--- config.mk ---
export PLATFORM = sky130hd
export DESIGN_NAME = btb_predictor
export DESIGN_NICKNAME = d
export VERILOG_FILES = /design/src/rtl/btb_pkg.sv /design/src/rtl/btb_sat_ctr.sv /design/src/rtl/btb_store.sv /design/src/rtl/btb_predictor.sv
export SDC_FILE = /design/constraint.sdc
export NUM_CORES = 1
export LEC_CHECK = 0
export ABC_AREA = 1
export BUFFER_PORTS_ARGS = -buffer_cell sky130_fd_sc_hd__buf_2
export CORE_ASPECT_RATIO = 1.4
export CORE_UTILIZATION = 30
export DETAILED_ROUTE_END_ITERATION = 8
export PLACE_DENSITY = 0.54
export RECOVER_POWER = 50
export SLEW_MARGIN = 20
export SYNTH_ARGS = -nofsm -noshare
export SYNTH_HDL_FRONTEND = slang
export SYNTH_HIERARCHICAL = 1
export SYNTH_SLANG_ARGS = --single-unit
export TNS_END_PERCENT = 1
--- constraint.sdc ---
create_clock -name clk -period 2.5 [get_ports clk]
set_input_delay 0.125 -clock clk [delete_from_list [all_inputs] [get_ports clk]]
set_output_delay 0.125 -clock clk [all_outputs]
set_load 0.005 [all_outputs]
--- src/rtl/btb_pkg.sv ---
package btb_pkg;
  // two-bit direction counter states; bit 1 is the taken prediction
  localparam logic [1:0] CTR_SNT = 2'b00;
  localparam logic [1:0] CTR_WNT = 2'b01;
  localparam logic [1:0] CTR_WT  = 2'b10;
  localparam logic [1:0] CTR_ST  = 2'b11;
endpackage

--- src/rtl/btb_sat_ctr.sv ---
module btb_sat_ctr
  import btb_pkg::*;
(
  input  logic [1:0] cur,
  input  logic       taken,
  output logic [1:0] nxt
);
  always_comb begin
    if (taken) nxt = (cur == CTR_ST)  ? cur : cur + 2'd1;
    else       nxt = (cur == CTR_SNT) ? cur : cur - 2'd1;
  end
endmodule

--- src/rtl/btb_store.sv ---
module btb_store
  import btb_pkg::*;
#(
  parameter int DEPTH = 8,
  parameter int PC_W  = 16,
  localparam int IDX_W = $clog2(DEPTH),
  localparam int TAG_W = PC_W - IDX_W
) (
  input  logic             clk,
  input  logic             rst_n,
  input  logic             wr_en,
  input  logic [IDX_W-1:0] wr_idx,
  input  logic             wr_load,
  input  logic             wr_tgt_en,
  input  logic [TAG_W-1:0] wr_tag,
  input  logic [PC_W-1:0]  wr_tgt,
  input  logic [1:0]       wr_ctr,
  input  logic [IDX_W-1:0] ra_idx,
  output logic             ra_valid,
  output logic [TAG_W-1:0] ra_tag,
  output logic [PC_W-1:0]  ra_tgt,
  output logic [1:0]       ra_ctr,
  input  logic [IDX_W-1:0] rb_idx,
  output logic             rb_valid,
  output logic [TAG_W-1:0] rb_tag,
  output logic [1:0]       rb_ctr
);
  logic [DEPTH-1:0] valid_q, valid_d, sel;
  logic [TAG_W-1:0] tag_q [DEPTH];
  logic [PC_W-1:0]  tgt_q [DEPTH];
  logic [1:0]       ctr_q [DEPTH];

  for (genvar e = 0; e < DEPTH; e++) begin : g_sel
    assign sel[e] = wr_en && (wr_idx == IDX_W'(e));
  end

  always_comb begin
    valid_d = valid_q;
    if (wr_en && wr_load) valid_d[wr_idx] = 1'b1;
  end

  always_ff @(posedge clk or negedge rst_n) begin
    if (!rst_n) valid_q <= '0;
    else        valid_q <= valid_d;
  end

  always_ff @(posedge clk) begin
    for (int e = 0; e < DEPTH; e++) begin
      if (sel[e])              ctr_q[e] <= wr_ctr;
      if (sel[e] && wr_load)   tag_q[e] <= wr_tag;
      if (sel[e] && wr_tgt_en) tgt_q[e] <= wr_tgt;
    end
  end

  assign ra_valid = valid_q[ra_idx];
  assign ra_tag   = tag_q[ra_idx];
  assign ra_tgt   = tgt_q[ra_idx];
  assign ra_ctr   = ctr_q[ra_idx];
  assign rb_valid = valid_q[rb_idx];
  assign rb_tag   = tag_q[rb_idx];
  assign rb_ctr   = ctr_q[rb_idx];

  // a counter refresh moves the stored state by at most one step
  a_r4_single_step: assert property (@(posedge clk) disable iff (!rst_n)
    (wr_en && !wr_load && rb_idx == wr_idx && rb_valid)
      |=> ((ctr_q[$past(wr_idx)] - $past(rb_ctr)) != 2'd2));

  // an allocation leaves a valid entry in weak-taken state
  a_r6_alloc_weak_taken: assert property (@(posedge clk) disable iff (!rst_n)
    (wr_en && wr_load)
      |=> (valid_q[$past(wr_idx)] && ctr_q[$past(wr_idx)] == CTR_WT));

  // without a write, occupancy is unchanged
  a_r7_hold_occupancy: assert property (@(posedge clk) disable iff (!rst_n)
    !wr_en |=> $stable(valid_q));
endmodule

--- src/rtl/btb_predictor.sv ---
module btb_predictor
  import btb_pkg::*;
#(
  parameter int PC_W  = 16,
  parameter int DEPTH = 8
) (
  input  logic            clk,
  input  logic            rst_n,
  input  logic [PC_W-1:0] lk_pc,
  output logic            lk_hit,
  output logic            lk_taken,
  output logic [1:0]      lk_ctr,
  output logic [PC_W-1:0] lk_next_pc,
  input  logic            up_valid,
  input  logic [PC_W-1:0] up_pc,
  input  logic            up_taken,
  input  logic [PC_W-1:0] up_target
);
  localparam int IDX_W = $clog2(DEPTH);
  localparam int TAG_W = PC_W - IDX_W;

  // reset: asserted asynchronously, released on a clock edge
  logic [1:0] rs_q;
  logic       rst_i;
  always_ff @(posedge clk or negedge rst_n) begin
    if (!rst_n) rs_q <= 2'b00;
    else        rs_q <= {rs_q[0], 1'b1};
  end
  assign rst_i = rs_q[1];

  logic             ra_valid, rb_valid;
  logic [TAG_W-1:0] ra_tag, rb_tag;
  logic [PC_W-1:0]  ra_tgt;
  logic [1:0]       ra_ctr, rb_ctr, sat_nxt;
  logic             up_hit, wr_en, wr_load, wr_tgt_en;
  logic [1:0]       wr_ctr;

  btb_store #(.DEPTH(DEPTH), .PC_W(PC_W)) u_store (
    .clk      (clk),
    .rst_n    (rst_i),
    .wr_en    (wr_en),
    .wr_idx   (up_pc[IDX_W-1:0]),
    .wr_load  (wr_load),
    .wr_tgt_en(wr_tgt_en),
    .wr_tag   (up_pc[PC_W-1:IDX_W]),
    .wr_tgt   (up_target),
    .wr_ctr   (wr_ctr),
    .ra_idx   (lk_pc[IDX_W-1:0]),
    .ra_valid (ra_valid),
    .ra_tag   (ra_tag),
    .ra_tgt   (ra_tgt),
    .ra_ctr   (ra_ctr),
    .rb_idx   (up_pc[IDX_W-1:0]),
    .rb_valid (rb_valid),
    .rb_tag   (rb_tag),
    .rb_ctr   (rb_ctr)
  );

  btb_sat_ctr u_sat (.cur(rb_ctr), .taken(up_taken), .nxt(sat_nxt));

  // lookup path
  always_comb begin
    lk_hit     = ra_valid && (ra_tag == lk_pc[PC_W-1:IDX_W]);
    lk_ctr     = lk_hit ? ra_ctr : CTR_SNT;
    lk_taken   = lk_hit && ra_ctr[1];
    lk_next_pc = lk_taken ? ra_tgt : lk_pc + PC_W'(1);
  end

  // update path
  always_comb begin
    up_hit    = rb_valid && (rb_tag == up_pc[PC_W-1:IDX_W]);
    wr_en     = up_valid && (up_hit || up_taken);
    wr_load   = !up_hit;
    wr_tgt_en = up_taken;
    wr_ctr    = up_hit ? sat_nxt : CTR_WT;
  end

  always_comb begin
    if (rst_i) begin
      a_r5_fall_through: assert (lk_taken || lk_next_pc == lk_pc + PC_W'(1));
      a_r3_taken_needs_hit: assert (!lk_taken || lk_hit);
      a_r4_sat_top: assert (!(up_valid && up_hit && up_taken && rb_ctr == CTR_ST)
                            || wr_ctr == CTR_ST);
      a_r4_sat_bottom: assert (!(up_valid && up_hit && !up_taken && rb_ctr == CTR_SNT)
                               || wr_ctr == CTR_SNT);
    end
  end
endmodule

# == Yosys cells after proc, flatten, opt, wreduce, memory -nomap -nowiden ==
# Memory sizes are Yosys's and may differ from the RTL's.
# Index checks and enable logic that the tools add are counted.
# totals
regBits,10
ramBits,248
memories,3
out_inout_bits,20
# mem_list
memory,words,width,rd,rd_clocked_by_memory_dff,write_ports,line_no,source
u_store.tgt_q,8,16,1,0,1,btb_store.sv:30,logic [PC_W-1:0] tgt_q [DEPTH];
u_store.tag_q,8,13,2,0,1,btb_store.sv:29,logic [TAG_W-1:0] tag_q [DEPTH];
u_store.ctr_q,8,2,2,0,1,btb_store.sv:31,logic [1:0] ctr_q [DEPTH];
# classes
n_reduce_logical,55
n_bitwise,1
addsub,3
magnitude_cmp,3
n_mux,123
n_eq_ne,10
# op_table
operator,count
16-bit 2-to-1 mux,8
16-bit OR reduction,7
13-bit 2-to-1 mux,7
13-bit OR reduction,7
1-bit 2-to-1 mux,72
3-bit 2-to-1 mux,21
1-bit logical AND,30
13-bit equality test,2
2-bit 2-to-1 mux,12
16-bit by 1-bit adder with 16-bit output (second input constant),1
2-bit OR reduction,7
3-bit equality test (second input constant),4
3-bit by 4-bit less-than comparator with 1-bit output (second input constant),2
8-bit OR,1
1-bit binary-select mux with 3-bit select,2
3-bit by 2-bit equality test with 1-bit output (second input constant),2
1-bit demux with 3-bit select,1
3-bit by 1-bit equality test with 1-bit output (second input constant),1
3-bit by 1-bit >= comparator with 1-bit output (second input constant),1
3-bit zero test,1
2-bit by 1-bit adder with 2-bit output (second input constant),1
2-bit equality test (second input constant),1
2-bit zero test,1
2-bit by 1-bit subtractor with 2-bit output (second input constant),1
2 further kinds,2

# == Depth between registers and ports, before layout ==
# depth
depth_word,17
depth_mapped,19
depth_no_buf,18

# == Cells and area by module ==
# The synthesis kept the hierarchy.
# by_module_without_submodules
mod,area_per_inst_um2,seq_area_each_um2,cells_per_inst,instances
btb_store,12557.0,7647.3,1456,1
btb_predictor,1460.2,50.0,305,1
btb_sat_ctr,25.0,0.0,6,1

# == Worst setup path before layout ==
# Ideal clock, no wire load.
# synth_timing
kind,input port to flip-flop
from,input up_pc[2]
to,memory u_store.tgt_q[3][0] (enable)
cell_stages,15
setup_ps,409
required_ps,2091
n_path_buf,2
slack_ps,-760
arrival_time_ps,2851
path_cell_list,buf_2 inv_1 clkbuf_1 nand2_1 nand2_1 inv_1 nand2_1 nand2_1 nor2_1 nand3_1 nor2_1 nand2_1 a21oi_1 nand2_1 nor3_1
# synth_between
elab_chain_len,17
word_cells_on_any_way,68
# synth_rtl
item,line_no,source
from (decl),btb_predictor.sv:15,"input logic [PC_W-1:0] up_pc,"
memory 8 x 13 bit (*),n/a,
named net rb_tag[7],btb_predictor.sv:32,"logic [TAG_W-1:0] ra_tag, rb_tag;"
13-bit equality test (*),btb_predictor.sv:71,up_hit = rb_valid && (rb_tag == up_pc[PC_W-1:IDX_W]);
1-bit logical AND (*),btb_predictor.sv:71,
1-bit logical OR (*),btb_predictor.sv:72,wr_en = up_valid && (up_hit || up_taken);
1-bit logical AND (*),btb_predictor.sv:72,
named net wr_en,btb_predictor.sv:35,"logic up_hit, wr_en, wr_load, wr_tgt_en;"
1-bit logical AND,btb_store.sv:34,assign sel[e] = wr_en && (wr_idx == IDX_W'(e));
1-bit logical AND,btb_store.sv:51,if (sel[e] && wr_tgt_en) tgt_q[e] <= wr_tgt;
1-bit 2-to-1 mux,btb_store.sv:51,
1-bit 2-to-1 mux (not written as such),btb_store.sv:51,
16-bit OR reduction (no source line),n/a,
3-bit 2-to-1 mux (no source line) / 1-bit 2-to-1 mux (equally long branches) (7 in series),n/a,
to (decl),btb_store.sv:30,
# Mark *: on every way through the listed nets, which the timed path passes. The rest lies on a longest branch. The select of a mux whose other input is x is not followed.

==> impl_metrics.toml <==
[global_routing]
grt_max_degree = 64
grt_pass1_wl_mm = 66.7
antenna_found_initial = 2
grt_pass1_vias = 11944
grtUsageTotal_pct = 18.4
grt_overflow = 0

[layout]
layout.nets = 2010
fin_area_sq_um = 17800
antenna_cells = 0
syn2layout_area_growth_pct = 26.9
fill_cells = 4737
drive_above_1_share_pct = 18.9
layoutNonFillerInstCount = 2595
fin_util_pct = 38.7

[routing]
drtAntennaViolNets = 0
wire_per_inst_um = 16.5
via_per_inst = 4.50
wl_met1_mm = 16.2
dr.pass1.iters = 5
drc = 0
drt_iter0_drc = 666
wl_met2_mm = 23.0
wl_met3_mm = 1.38
wl_mm = 42.8
vias = 11690
dr.max_layer_used = "met5"

[timing]
tightest_slew_ns = 0.637
period_share_pct = 103
fin_worst_skew_ns = 0.0185
relSlewSlack_pct = 57.5
hold_viol = 0
fin_crit_ns = 2.59
final.setup.worst_slack_ns = -0.0867
grt_setup_unrepaired = "yes"
setup_violations = 53
fmax_mhz = 387
report.final.slew_viol_count = 0

[synth]
synth_area_leaders = "edfxtp_1 (53%), nand2_1 (20%), inv_1 (9.0%)"
ys_types = 35
synth.most_common_cell = "nand2_1"
ys.flop_type = "edfxtp_1"
ys_seq_area_share_pct = 54.8
synth_area_leader_cell = "edfxtp_1"
synthCells = 1767
yosys.area.top_type_share_pct = 53.0
synth.ff_latch_count = 258
syn_area_sq_um = 14000
async_flop_share_pct = 3.88
syn_nets = 1820
ys_top_cells_by_count = "nand2_1 (749), inv_1 (335), edfxtp_1 (248)"
syn_area_per_cell_sq_um = 7.95
synth_edf_count = 248
ys_warn_count = 6

[die]
io_pins = 72
die_y_um = 258
coreArea_sq_um = 46100
die-area_sq_um = 47700
initial_core_util_pct = 30.5
rows = 93
fp.dieW_um = 185

[cts]
clockRootBuffer = "clkbuf_16"
clock-sinks = 258
clockBufferDepth = 3
insertion_delay_ns = 0.57
numCtsBuffers = 29
cts_tree = "done"
path_clk_slew_ns = 0.06
ctsHtreeMaxLevel = 1

[placement]
dp_cells = 2503
place_area_sq_um = 16200
place_ws_ns = -0.228
place_hpwl_mm = 30.4
place.gp.congestion = 0.893
portBuffers = 71

[pwr]
internal-power_mw = 7.73
sw_frac_of_total_pct = 25.3
power_frac_seq_pct = 46.7
peakVddDrop_mv = 0.597
p_comb_share_pct = 13.1
p_sw_mw = 2.62
power_frac_clock_pct = 40.2
powerDensity_nw_per_um2 = 581
p_leak_nw = 8.52

[critical_path]
worst_ep_arrival_time_ns = 2.85
path_class = "reg2reg"
slowest_stage = "edfxtp_1"
slowest_delay_ns = 0.38
end_kind = "register"
crit_required_ns = 2.77
crit_path_frequent_cell = "nand2_1"
critPathMaxFanout = 8
cp-start-kind = "register"
timing.critical_path.cells = "inv_2, nand2_1, nand3_1, nand2_1, nand2_1, nand2_2, buf_6, nand2_4, o21ai_2, nor2_1, nand3_1, nor2_1, nand2_1, a21oi_2, buf_6, nand2_8, nor3_4, buf_12, buf_12"

[job]
drv_cap = 0

[run_status]
violations = "negative setup slack"
status = "complete, but fails checks"

[hold_path]
min_path_type = "reg2async"
## power by group through the flow
stage / clock network (mW) / logic [mW] / registers, mW
6_report: 4.17 / 1.35 / 4.83
3_5_place_dp: 0 / 1.25 / 4.92
2_1_floorplan: 0 / 0.713 / 4.92
3_3_place_gp: 0 / 1.24 / 4.92
4_1_cts: 4.27 / 1.35 / 4.83
5_1_grt: 4.43 / 1.50 / 4.84
## metal layers
metal	global-route usage, %	vias to the layer above
met1	19.8	5512
met2	35.0	247
met5	0	-
met4	9.02	4
li1	-	5839
met3	2.06	88
## state kept, by name, summed over array words and instances, names as in the netlist
name and cells:
rs_q 2, u_store/ctr_q 16, u_store/tag_q 104, u_store/tgt_q 128
u_store/valid_q 8
## layout by cell type (no fill, tap or decap), types with 2 or more instances in the layout
master	n
dfrtp_1	10
clkbuf_1	21
nand2_4	9
clkinv_4	2
o21ai_1	4
nand4_1	12
inv_2	32
nor2_2	5
nand3_2	12
buf_6	11
nor3_1	4
nand3_4	2
nand3_1	201
or2_2	6
nand2_2	51
clkinv_1	4
buf_4	93
inv_1	309
clkinv_2	8
clkinvlp_4	2
nand2_1	689
xnor2_1	5
nand3b_1	2
nor2_1	40
clkbuf_16	29
buf_12	30
buf_2	52
nor3_4	9
nor2_4	10
inv_6	2
bufinv_16	3
dlygate4sd3_1	31
edfxtp_1	248
xor2_1	10
o21ai_0	9
## metrics by stage
stage | power, mW | TNS (ns) | hold slack (ns)
global route | 10.8 | -56.51 | 0.179
floorplan | 5.63 | -5.62 | -0.171
detailed placement | 6.17 | -45.26 | -0.0873
global placement | 6.16 | -25.95 | -0.0883
finish | 10.4 | -2.10 | 0.134
CTS | 10.5 | -5.22 | 0.154
## area by class of cell
type                       instances  area [sq um]  area share [%]
clock buffer                      33           741            4.16
clock inverter                    19           181            1.02
inverter                         343          1290            7.26
multi-input combinational       1090          5050            28.4
sequential                       258          7700            43.2
tap                              617           772            4.33
timing repair buffer             235          2080            11.7
## cells by family after synthesis
| kind of cell | Yosys count | share of synthesized area, % |
|---|---|---|
| flip-flops | 258 | 54.8 |
| other | 1 | 0.0267 |
| AND/OR/NAND/NOR | 1056 | 31.1 |
| XOR/XNOR | 16 | 0.998 |
| AO/OA/AOI/OAI | 16 | 0.597 |
| adder cells (fa/ha/maj) | 1 | 0.0891 |
| buffers and inverters | 419 | 12.4 |
## final timing paths
path	cells after the start	endpoint	startpoint	slack, ns
worst max-delay path	19	u_store/tag_q[5][11]	u_store/tag_q[5][7]	-0.09
worst min-delay path	0	u_store/valid_q[5]	rs_q[1]	0.13
worst max register to register	19	u_store/tag_q[5][11]	u_store/tag_q[5][7]	-0.09
worst min register to register	0	u_store/valid_q[5]	rs_q[1]	0.13
max in group asynchronous	3	rs_q[0]	rst_n	1.96
min in group clk	5	u_store/ctr_q[5][1]	up_taken	0.24
## critical path, delay by kind of cell (launching register included)
kind,cells,cell delay [ns]
flops,1,0.38
buf+inv,5,0.62
simple gates,12,1.06
compound gates,2,0.23
## what timing repair did
item	in CTS	in global routing
setup endpoints to repair	265	276
hold endpoints to repair	226	0
resized for setup	91	43
hold buffers	31	0
gates cloned	2	0
pin swaps	56	32
buffers inserted	10	0
Power figures use the tool's default switching activity.
